===== src/rtl/agen_pkg.sv =====
package agen_pkg;

   typedef enum logic [2:0] {
      M_HOLD = 3'd0,
      M_INC  = 3'd1,
      M_DEC  = 3'd2,
      M_ADD  = 3'd3,
      M_SUB  = 3'd4,
      M_CADD = 3'd5,
      M_CSUB = 3'd6,
      M_RADD = 3'd7
   } agen_mode_e;

   localparam int unsigned AGEN_AW_DEF   = 16;
   localparam int unsigned AGEN_NREG_DEF = 8;
   localparam int unsigned AGEN_NBUF_DEF = 2;

endpackage


===== src/rtl/agen_upd.sv =====
module agen_upd
   import agen_pkg::*;
#(
   parameter int unsigned AW        = 16,
   parameter bit          BITREV_EN = 1'b1
) (
   input  logic [AW-1:0] cur,
   input  logic [AW-1:0] step,
   input  logic [2:0]    mode,
   input  logic [AW-1:0] bstart,
   input  logic [AW-1:0] blen,
   output logic [AW-1:0] nxt
);

   localparam int unsigned EW = AW + 2;

   logic [EW-1:0] cur_x, step_x, lo_x, len_x, hi_x, sum_x, dif_x;
   logic          len_zero;
   logic [AW-1:0] cadd_r, csub_r, radd_r;

   assign cur_x    = {2'b00, cur};
   assign step_x   = {2'b00, step};
   assign lo_x     = {2'b00, bstart};
   assign len_x    = {2'b00, blen};
   assign hi_x     = lo_x + len_x;
   assign sum_x    = cur_x + step_x;
   assign dif_x    = cur_x - step_x;
   assign len_zero = (blen == '0);

   // circular add: wrap down by length once the upper limit is reached
   assign cadd_r = AW'((!len_zero && (sum_x >= hi_x)) ? (sum_x - len_x) : sum_x);

   // circular subtract: signed compare so borrows below zero still wrap up
   assign csub_r = AW'((!len_zero && ($signed(dif_x) < $signed(lo_x))) ? (dif_x + len_x) : dif_x);

   generate
      if (BITREV_EN) begin : g_rev
         function automatic logic [AW-1:0] flip(input logic [AW-1:0] v);
            logic [AW-1:0] r;
            for (int i = 0; i < AW; i++) r[i] = v[AW-1-i];
            return r;
         endfunction
         logic [AW-1:0] rsum;
         assign rsum   = flip(cur) + flip(step);
         assign radd_r = flip(rsum);
      end else begin : g_norev
         assign radd_r = cur + step;
      end
   endgenerate

   always_comb begin
      unique case (agen_mode_e'(mode))
         M_HOLD:  nxt = cur;
         M_INC:   nxt = cur + AW'(1);
         M_DEC:   nxt = cur - AW'(1);
         M_ADD:   nxt = cur + step;
         M_SUB:   nxt = cur - step;
         M_CADD:  nxt = cadd_r;
         M_CSUB:  nxt = csub_r;
         M_RADD:  nxt = radd_r;
         default: nxt = cur;
      endcase
   end

endmodule


===== src/rtl/agen_cbuf.sv =====
module agen_cbuf #(
   parameter int unsigned AW   = 16,
   parameter int unsigned NBUF = 2,
   localparam int unsigned BW  = (NBUF > 1) ? $clog2(NBUF) : 1
) (
   input  logic                     clk,
   input  logic                     rst_n,
   input  logic                     cfg_we,
   input  logic [BW-1:0]            cfg_bsel,
   input  logic [AW-1:0]            cfg_start,
   input  logic [AW-1:0]            cfg_len,
   output logic [NBUF-1:0][AW-1:0]  start_q,
   output logic [NBUF-1:0][AW-1:0]  len_q
);

   for (genvar k = 0; k < NBUF; k++) begin : g_buf
      always_ff @(posedge clk or negedge rst_n) begin
         if (!rst_n) begin
            start_q[k] <= '0;
            len_q[k]   <= '0;
         end else if (cfg_we && (cfg_bsel == BW'(k))) begin
            start_q[k] <= cfg_start;
            len_q[k]   <= cfg_len;
         end
      end
   end

   // bounds move only on a configuration write
   p_cfg_keep_r10: assert property (@(posedge clk) disable iff (!rst_n)
      !cfg_we |=> ($stable(start_q) && $stable(len_q)));

endmodule


===== src/rtl/agen_arfile.sv =====
module agen_arfile #(
   parameter int unsigned AW   = 16,
   parameter int unsigned NREG = 8,
   localparam int unsigned SW  = $clog2(NREG)
) (
   input  logic                     clk,
   input  logic                     rst_n,
   input  logic                     ld_en,
   input  logic [SW-1:0]            ld_idx,
   input  logic [AW-1:0]            ld_data,
   input  logic                     wa_en,
   input  logic [SW-1:0]            wa_idx,
   input  logic [AW-1:0]            wa_data,
   input  logic                     wb_en,
   input  logic [SW-1:0]            wb_idx,
   input  logic [AW-1:0]            wb_data,
   input  logic [SW-1:0]            ra_idx,
   input  logic [SW-1:0]            rb_idx,
   output logic [AW-1:0]            ra_data,
   output logic [AW-1:0]            rb_data
);

   logic [NREG-1:0][AW-1:0] regs;

   for (genvar i = 0; i < NREG; i++) begin : g_reg
      logic hit_ld, hit_a, hit_b;
      assign hit_ld = ld_en && (ld_idx == SW'(i));
      assign hit_a  = wa_en && (wa_idx == SW'(i));
      assign hit_b  = wb_en && (wb_idx == SW'(i));
      always_ff @(posedge clk or negedge rst_n) begin
         if (!rst_n)      regs[i] <= '0;
         else if (hit_ld) regs[i] <= ld_data;
         else if (hit_a)  regs[i] <= wa_data;
         else if (hit_b)  regs[i] <= wb_data;
      end
   end

   assign ra_data = regs[ra_idx];
   assign rb_data = regs[rb_idx];

   // a load always lands in its register
   p_ld_first_r9: assert property (@(posedge clk) disable iff (!rst_n)
      ld_en |=> (regs[$past(ld_idx)] == $past(ld_data)));

   // port A beats port B on a shared register
   p_a_wins_r8: assert property (@(posedge clk) disable iff (!rst_n)
      (wa_en && wb_en && (wa_idx == wb_idx) && !(ld_en && (ld_idx == wa_idx)))
      |=> (regs[$past(wa_idx)] == $past(wa_data)));

   // nothing writes, nothing moves
   p_quiet_r11: assert property (@(posedge clk) disable iff (!rst_n)
      (!ld_en && !wa_en && !wb_en) |=> $stable(regs));

endmodule


===== src/rtl/agen_dual.sv =====
module agen_dual
   import agen_pkg::*;
#(
   parameter int unsigned AW        = AGEN_AW_DEF,
   parameter int unsigned NREG      = AGEN_NREG_DEF,
   parameter int unsigned NBUF      = AGEN_NBUF_DEF,
   parameter bit          BITREV_EN = 1'b1,
   localparam int unsigned SW       = $clog2(NREG),
   localparam int unsigned BW       = (NBUF > 1) ? $clog2(NBUF) : 1
) (
   input  logic          clk,
   input  logic          rst_n,
   input  logic          a_vld,
   input  logic [SW-1:0] a_sel,
   input  logic [2:0]    a_mode,
   input  logic [AW-1:0] a_step,
   input  logic [BW-1:0] a_bsel,
   input  logic          b_vld,
   input  logic [SW-1:0] b_sel,
   input  logic [2:0]    b_mode,
   input  logic [AW-1:0] b_step,
   input  logic [BW-1:0] b_bsel,
   input  logic          ld_we,
   input  logic [SW-1:0] ld_sel,
   input  logic [AW-1:0] ld_val,
   input  logic          cfg_we,
   input  logic [BW-1:0] cfg_bsel,
   input  logic [AW-1:0] cfg_start,
   input  logic [AW-1:0] cfg_len,
   output logic [AW-1:0] a_addr,
   output logic          a_addr_vld,
   output logic [AW-1:0] b_addr,
   output logic          b_addr_vld
);

   generate
      if (AW < 4)                         begin : g_bad_aw   $error("agen_dual: AW must be at least 4"); end
      if (NREG < 2 || (NREG & (NREG-1)))  begin : g_bad_nreg $error("agen_dual: NREG must be a power of two >= 2"); end
      if (NBUF < 2 || (NBUF & (NBUF-1)))  begin : g_bad_nbuf $error("agen_dual: NBUF must be a power of two >= 2"); end
   endgenerate

   logic [NBUF-1:0][AW-1:0] bstart_q, blen_q;
   logic [AW-1:0] a_cur, b_cur, a_nxt, b_nxt;
   logic [AW-1:0] a_bstart, a_blen, b_bstart, b_blen;
   logic          wa_en, wb_en;
   logic [AW:0]   a_lim;

   agen_cbuf #(.AW(AW), .NBUF(NBUF)) u_cbuf (
      .clk(clk), .rst_n(rst_n),
      .cfg_we(cfg_we), .cfg_bsel(cfg_bsel), .cfg_start(cfg_start), .cfg_len(cfg_len),
      .start_q(bstart_q), .len_q(blen_q)
   );

   assign a_bstart = bstart_q[a_bsel];
   assign a_blen   = blen_q[a_bsel];
   assign b_bstart = bstart_q[b_bsel];
   assign b_blen   = blen_q[b_bsel];

   agen_upd #(.AW(AW), .BITREV_EN(BITREV_EN)) u_upd_a (
      .cur(a_cur), .step(a_step), .mode(a_mode),
      .bstart(a_bstart), .blen(a_blen), .nxt(a_nxt)
   );

   agen_upd #(.AW(AW), .BITREV_EN(BITREV_EN)) u_upd_b (
      .cur(b_cur), .step(b_step), .mode(b_mode),
      .bstart(b_bstart), .blen(b_blen), .nxt(b_nxt)
   );

   assign wa_en = a_vld && (agen_mode_e'(a_mode) != M_HOLD);
   assign wb_en = b_vld && (agen_mode_e'(b_mode) != M_HOLD);

   agen_arfile #(.AW(AW), .NREG(NREG)) u_arf (
      .clk(clk), .rst_n(rst_n),
      .ld_en(ld_we), .ld_idx(ld_sel), .ld_data(ld_val),
      .wa_en(wa_en), .wa_idx(a_sel), .wa_data(a_nxt),
      .wb_en(wb_en), .wb_idx(b_sel), .wb_data(b_nxt),
      .ra_idx(a_sel), .rb_idx(b_sel),
      .ra_data(a_cur), .rb_data(b_cur)
   );

   assign a_addr     = a_cur;
   assign b_addr     = b_cur;
   assign a_addr_vld = a_vld;
   assign b_addr_vld = b_vld;

   assign a_lim = {1'b0, a_bstart} + {1'b0, a_blen};

   // a circular add started inside the buffer stays inside
   p_circ_stay_r4: assert property (@(posedge clk) disable iff (!rst_n)
      (a_vld && (agen_mode_e'(a_mode) == M_CADD) && (a_blen != '0) && !a_lim[AW] &&
       (a_cur >= a_bstart) && ({1'b0, a_cur} < a_lim) && (a_step <= a_blen))
      |-> ((a_nxt >= a_bstart) && ({1'b0, a_nxt} < a_lim)));

   // a circular subtract started inside the buffer stays inside
   p_circ_stay_r5: assert property (@(posedge clk) disable iff (!rst_n)
      (a_vld && (agen_mode_e'(a_mode) == M_CSUB) && (a_blen != '0) && !a_lim[AW] &&
       (a_cur >= a_bstart) && ({1'b0, a_cur} < a_lim) && (a_step <= a_blen))
      |-> ((a_nxt >= a_bstart) && ({1'b0, a_nxt} < a_lim)));

endmodule


===== config.mk =====
export PLATFORM = sky130hd
export DESIGN_NAME = agen_dual
export DESIGN_NICKNAME = d
export VERILOG_FILES = /design/src/rtl/agen_pkg.sv /design/src/rtl/agen_upd.sv /design/src/rtl/agen_cbuf.sv /design/src/rtl/agen_arfile.sv /design/src/rtl/agen_dual.sv
export SDC_FILE = /design/constraint.sdc
export NUM_CORES = 1
export LEC_CHECK = 0
export BUFFER_PORTS_ARGS = -buffer_cell sky130_fd_sc_hd__buf_2
export CAP_MARGIN = 20
export CORE_ASPECT_RATIO = 0.8
export CORE_MARGIN = 2
export CORE_UTILIZATION = 40
export DETAILED_ROUTE_END_ITERATION = 8
export PLACE_DENSITY = 0.63
export SETUP_SLACK_MARGIN = 0.15
export SYNTH_ARGS = -nofsm -noshare
export SYNTH_HDL_FRONTEND = slang
export SYNTH_SLANG_ARGS = --single-unit

===== constraint.sdc =====
create_clock -name clk -period 10.4 [get_ports clk]
set_clock_uncertainty 0.1 [all_clocks]
set_input_delay 0.52 -clock clk [delete_from_list [all_inputs] [get_ports clk]]
set_output_delay 0.52 -clock clk [all_outputs]
set_load 0.05 [all_outputs]

### Word level (Yosys, flattened, before mapping)

Cells that the tools add are included.
Widths: inputs -> output; s select.

| storage, ports and cells | value |
|---|---|
| latch bits | 0 |
| logic and storage cells | 169 |
| memory bits (read-only) | 0 |
| memory bits (writable) | 0 |
| output and inout bits | 34 |
| input port bits | 104 |
| memories | 0 |
| bits in registers | 192 |

| cells by class | value |
|---|---|
| bitwise logic cells | 1 |
| multiply operators | 0 |
| add/subtract/negate cells | 20 |
| equal/unequal tests | 35 |
| reduce and logical (&&, ||, !) cells | 51 |
| shift operators | 0 |
| mux-type cells | 42 |
| div/mod/pow operators | 0 |
| $lt $le $gt $ge | 8 |

Operator list:

| kind | number |
|---|---|
| $mux 16 | 38 |
| $pmux 16 s8 | 2 |
| $add 16x16->16 | 6 |
| $bmux 16 s3 | 2 |
| $add 16x16->17 | 4 |
| $sub 16x16->16 | 4 |
| $eq 3x3->1 const B | 20 |
| $ge 17x17->1 | 2 |
| $lt 17x17->1 | 2 |
| $sub 16x16->17 | 2 |
| $add 16x1->16 const B | 2 |
| $logic_and 1x1->1 | 32 |
| $logic_not 16->1 | 2 |
| $sub 16x1->16 const B | 2 |
| $eq 3x2->1 const B | 10 |
| $reduce_bool 3->1 | 10 |
| $eq 3x1->1 const B | 5 |
| $logic_not 3->1 | 5 |
| $lt 3x4->1 const B | 2 |
| $lt 1x2->1 const B | 2 |
| $logic_not 1->1 | 2 |
| $not 1->1 | 1 |

### Logic depth before layout (Yosys ltp)

| logic depth | value |
|---|---|
| depth after elaboration | 10 |
| depth in mapped cells | 30 |
| mapped depth without buffers | 27 |

### By module

Synthesis repeated with hierarchy kept, for this count alone.

| second synthesis, totals | value |
|---|---|
| cells, all modules | 3083 |
| area, all modules | 27058.5 µm² |

By module, submodules not included:

| module | sequential area each (µm²) | instances | area an instance (µm²) | cells each |
|---|---|---|---|---|
| agen_arfile | 3203.1 | 1 | 9758.1 | 894 |
| agen_upd (u_upd_b) | 0.0 | 1 | 6955.4 | 972 |
| agen_upd (u_upd_a) | 0.0 | 1 | 6797.8 | 1004 |
| agen_cbuf | 1601.5 | 1 | 2426.1 | 137 |
| agen_dual | 0.0 | 1 | 1121.1 | 76 |

### Worst setup path before layout

OpenSTA, ideal clock, no wires.

| path | value |
|---|---|
| path kind | input-to-reg |
| from | input a_sel[0] |
| to | register u_arf.regs[65] (netlist name) |
| stages | 28 |
| data required time | 10154 ps |
| setup slack | 2768 ps |
| buffers on the path | 4 |
| arrival | 7385 ps |
| setup time | 146 ps |
| path through | clkbuf_1 buf_2 buf_1 mux4_2 mux2i_1 inv_1 fa_1 nand2b_1 a21oi_1 o211ai_1 a211oi_1 a221oi_1 o21ai_0 a21o_1 xor2_1 ha_1 a21o_1 a21o_1 a21oi_1 nand2_1 o21ai_2 mux2_1 a21oi_1 a311oi_1 or4_1 buf_2 o21ai_0 a21oi_1 |

| on the way | value |
|---|---|
| word-level cells in the longest chain between the ends | 9 |
| elaborated cells between the ends (all ways) | 23 |
| those cells by class | add/sub (9); order compare (2); eq/ne (1); mux (7); reduce/logical (4) |

RTL lines:

| what | RTL line | source |
|---|---|---|
| start: declaration | agen_dual.sv:14 | `input logic [SW-1:0] a_sel,` |
| $bmux 16 s3 (*) | agen_arfile.sv:38 | `assign ra_data = regs[ra_idx];` |
| $mux 16 (not written as such) (*) | agen_arfile.sv:38 |  |
| net a_addr[1] | agen_dual.sv:30 | `output logic [AW-1:0] a_addr,` |
| $sub 16x16->17 or $add 16x16->17 (tied branches) | agen_upd.sv:27, agen_upd.sv:26 |  |
| $lt 17x17->1 or $ge 17x17->1 (tied branches) | agen_upd.sv:34, agen_upd.sv:31 |  |
| $logic_and 1x1->1, on equally long branches | agen_upd.sv:34, agen_upd.sv:31 |  |
| $mux 16, on equally long branches | agen_upd.sv:34, agen_upd.sv:31 |  |
| $pmux 16 s8 (*) | agen_upd.sv:52 | `unique case (agen_mode_e'(mode))` |
| $mux 16 (*) | agen_arfile.sv:33 | `else if (hit_a) regs[i] <= wa_data;` |
| $mux 16 (*) | agen_arfile.sv:32 | `else if (hit_ld) regs[i] <= ld_data;` |
| end signal: indexed assignment | agen_arfile.sv:32 |  |
| end signal: indexed assignment | agen_arfile.sv:33 |  |
| end signal: indexed assignment | agen_arfile.sv:34 | `else if (hit_b) regs[i] <= wb_data;` |
| end: declaration | agen_arfile.sv:23 | `logic [NREG-1:0][AW-1:0] regs;` |

The timed path passes the listed nets; every way through them passes the cells marked *. The select of a mux whose other input is x is not followed.
A chain may end at the register's enable or synchronous reset.

### Worst setup path in the final report

| path | value |
|---|---|
| from | input a_sel[0] |
| to | register u_arf.regs[89] (netlist name) |

| on the way | value |
|---|---|
| word-level cells in the longest chain between the ends | 9 |
| elaborated cells between the ends (all ways) | 23 |
| those cells by class | add/sub (9); order compare (2); eq/ne (1); mux (7); reduce/logical (4) |

RTL lines:

| what | RTL line |
|---|---|
| $bmux 16 s3 | agen_arfile.sv:38 |
| $mux 16 (not written as such) | agen_arfile.sv:38 |
| $sub 16x16->17 or $add 16x16->17 (tied branches) | agen_upd.sv:27, agen_upd.sv:26 |
| $lt 17x17->1 or $ge 17x17->1 (tied branches) | agen_upd.sv:34, agen_upd.sv:31 |
| $logic_and 1x1->1, on equally long branches | agen_upd.sv:34, agen_upd.sv:31 |
| $mux 16, on equally long branches | agen_upd.sv:34, agen_upd.sv:31 |
| $pmux 16 s8 | agen_upd.sv:52 |
| $mux 16 | agen_arfile.sv:33 |
| $mux 16 | agen_arfile.sv:32 |

Parallel ways exist; a longest one is shown, timed or not. The select of a mux whose other input is x is not followed.

==> impl_metrics.env <==
export IMPL_outcome="completed"
export IMPL_grt_pass1_wl_um=152000
export IMPL_grt_usage_pct=30.5
export IMPL_clk_pin_slew_ps=80
export IMPL_cap_violations=0
export IMPL_die_area_sq_um=65800
export IMPL_seqPwrFrac_pct=11.2
export IMPL_avgSynthCellArea_sq_um=8.26
export IMPL_postCtsSetupRepairBufs=0
export IMPL_yosys_area_top_type="dfrtp_1"
export IMPL_initial_utilization_pct=40.6
export IMPL_fin_crit_ps=8330
export IMPL_clock_root_buffer="clkbuf_16"
export IMPL_rsz0062_at_grt="no"
export IMPL_reg2reg_slack_ps=2570
export IMPL_drt_wl_total_um=103000
export IMPL_netSwitchingFraction_pct=55.8
export IMPL_die_w_um=286
export IMPL_r2r_start="u_arf.regs[112]"
export IMPL_post_drt_wl_per_cell_um=25.9
export IMPL_required_ps=10590
export IMPL_synth_ff_type="dfrtp_1"
export IMPL_area_delta_synth_final_pct=8.51
export IMPL_grt_max_degree=76
export IMPL_vias=25776
export IMPL_synth_edff_count=0
export IMPL_maxSlewViolCount=0
export IMPL_drt_first_pass_iters=7
export IMPL_clkPwrFrac_pct=6.6
export IMPL_fp_dieH_um=230
export IMPL_antenna_found_initial=3
export IMPL_netlist_area_leader_share_pct=18.8
export IMPL_r2r_end="u_arf.regs[89]"
export IMPL_cp_arrival_ps=8510
export IMPL_cp_start_kind="input port"
export IMPL_setup_tns_ps=0
export IMPL_path_class="input port to register"
export IMPL_grt_pass1_vias=23719
export IMPL_avgViaCountPerCell=6.45
export IMPL_setup_viol=0
export IMPL_cts_tree="built"
export IMPL_multi_input_area_sq_um=19400
export IMPL_total_power_mw=11.3
export IMPL_syn_inst=3088
export IMPL_worst_pin_slew_ps=1220
export IMPL_yosysSeqAreaShare_pct=18.8
export IMPL_leakage_nw=12.0
export IMPL_grt_overflow=0
export IMPL_cpPeakStageDelay_ps=830
export IMPL_fin_nets=3512
export IMPL_cts_sinks=192
export IMPL_hold_path_class="input port to register"
export IMPL_timing_final_crit_share_pct=80.1
export IMPL_synth_nets=3458
export IMPL_critPathMaxFanout=21
export IMPL_min_path_cells=2
export IMPL_synth_warning_count=0
export IMPL_place_congestion=0.980
export IMPL_crit_slowest_cell="a21oi_1"
export IMPL_crit_end="u_arf.regs[89]"
export IMPL_htree_levels=4
export IMPL_worst_skew_pair_late_latency_ps=480
export IMPL_cts_max_path_buffers=2
export IMPL_fmax_mhz=120
export IMPL_drt_iter0_drc=3645
export IMPL_hold_viol_final=0
export IMPL_port_buffers=137
export IMPL_rows=82
export IMPL_cellPowerDensity_nw_per_um2=408
export IMPL_power_switching_mw=6.30
export IMPL_cts_buffers=17
export IMPL_startpoint="a_sel[0]"
export IMPL_ir_drop_v=0.000253
export IMPL_relSlewSlack_pct=18.4
export IMPL_io_pins=138
export IMPL_drc=0
export IMPL_synthDistinctLibCells=108
export IMPL_reg2regPathDepth=26
export IMPL_coreArea_sq_um=62900
export IMPL_synth_seq_cells=192
export IMPL_ant_nets=0
export IMPL_seqCellArea_sq_um=4800
export IMPL_p_int_mw=4.99
export IMPL_netlist_area_sq_um=25500
export IMPL_synthArstFlopShare_pct=100
export IMPL_dp_hpwl_um=77200
export IMPL_p_comb_share_pct=82.2
export IMPL_drive_gt1_share_pct=14.9
export IMPL_end_kind="register"
export IMPL_synth_area_leaders="dfrtp_1, ha_1, mux4_2"
export IMPL_num_fill_cells=6309
==> power by group through the flow <==
stage	Clock, mW	Combinational [mW]	Sequential, mW
6_report	0.750	9.28	1.26
5_1_grt	0.778	10.1	1.29
4_1_cts	0.749	9.00	1.25
3_5_place_dp	0	8.95	1.25
3_3_place_gp	0	8.92	1.25
2_1_floorplan	0	6.77	1.17
==> through the flow <==
stage	cells	worst slack (ps)	instance area [sq um]	util [%]	hold WS, ps
after floorplan	3088	2770	25500	-	124
after global placement	3956	1800	27000	42.9	411
after detailed placement	3958	1780	27000	42.9	415
final	3996	2070	27700	44.0	190
after global routing	3995	1630	27700	44.0	191
after CTS	3991	2290	27600	43.9	174
==> flip-flops by register name, summed over array words and instances (netlist names) <==
signal	cells
u_arf.regs	128
u_cbuf.len_q	32
u_cbuf.start_q	32
==> what timing repair did <==
action                                  CTS  global route
endpoints found under the setup margin    0             0
gates resized for setup                   0             0
hold buffers                              1             0
hold endpoints to repair                 64             0
==> synthesized netlist by cell type (all sizes together) (11+ instances only) <==
master / count
o211ai: 25
inv: 191
dfrtp: 192
a211oi: 28
xnor2: 131
clkbuf: 83
or2: 14
nor2: 255
o21ai: 206
mux2: 120
o22ai: 114
a31oi: 66
buf: 69
nand2: 230
mux2i: 110
a21oi: 249
o221ai: 11
nor4: 16
xor2: 46
a21o: 49
nor2b: 38
fa: 14
nand4: 24
nand2b: 48
ha: 252
nand3: 60
a221oi: 28
o21a: 24
nor3: 64
a21boi: 11
o21bai: 19
or3: 13
a22oi: 18
o31ai: 19
mux4: 64
and3: 23
maj3: 11
==> layer usage <==
| metal | up-vias | routed length, um | global-route usage, % |
|---|---|---|---|
| met5 | - | 13 | 0 |
| met4 | 2 | 3930 | 10.4 |
| met3 | 264 | 14500 | 10.9 |
| met2 | 1611 | 40600 | 41.6 |
| met1 | 12269 | 44300 | 43.8 |
| li1 | 11630 | - | - |
==> cells in the final DEF, fill, tap and decap left out, types with 14 or more instances in the layout <==
cell,Yosys,routed
nor2b_1,38,37
o211ai_1,23,23
mux2_2,116,116
inv_1,190,190
ha_1,252,252
o21ai_0,187,187
buf_4,6,45
a22oi_1,18,18
nor2_1,255,255
a221oi_1,23,23
nand2b_1,48,48
a21oi_1,243,239
nor4_1,14,14
fa_1,14,14
clkbuf_16,0,17
mux4_2,64,64
nand2_1,230,230
nor3_1,64,64
xor2_1,46,46
dfrtp_1,192,192
buf_2,26,137
and3_1,23,23
o22ai_1,113,113
o21a_1,24,24
o21ai_1,18,18
xnor2_1,131,131
nand3_1,60,60
o21bai_1,19,19
o31ai_1,18,18
a211oi_1,26,26
a31oi_1,62,61
a21o_1,49,49
mux2i_1,110,110
nand4_1,24,24
==> cell families (layout without fill, tap and decap cells) <==
family | count (synthesis) | after routing | share of synthesized area, %
compound gates | 973 | 973 | 25.2
fa+ha+maj | 277 | 277 | 13.9
simple gates | 829 | 829 | 15.4
flops | 192 | 192 | 18.8
xor+xnor | 177 | 177 | 6.08
buf+inv | 346 | 413 | 5.39
mux | 294 | 294 | 15.3
other cells | 0 | 1 | 0
==> cell type report <==
class                           count  share of cell area (%)
Inverter                          194                    2.63
Timing Repair Buffer              187                    3.93
Multi-Input combinational cell   2550                    69.9
Clock inverter                     15                   0.800
Tap cell                          840                    3.80
Antenna cell                        1                 0.00904
Sequential cell                   192                    17.4
Clock buffer                       17                    1.54
==> worst max-delay path: cells and delay by family <==
family | cells | cell delay, ps
fa+ha+maj | 2 | 790
mux | 2 | 970
xor+xnor | 1 | 300
compound gates | 14 | 3970
buf+inv | 3 | 1440
simple gates | 4 | 450
==> how the worst min path moves through the flow <==
stage	startpoint	end	slack (ps)
finish	cfg_start[4]	u_cbuf.start_q[20]	190
detailed placement	u_arf.regs[54]	u_arf.regs[54]	410
global route	cfg_len[8]	u_cbuf.len_q[24]	190
global placement	u_cbuf.start_q[9]	u_cbuf.start_q[9]	410
floorplan	rst_n	u_arf.regs[0]	120
CTS	cfg_start[4]	u_cbuf.start_q[20]	170
Note: power is estimated with default switching activity, not from simulation.
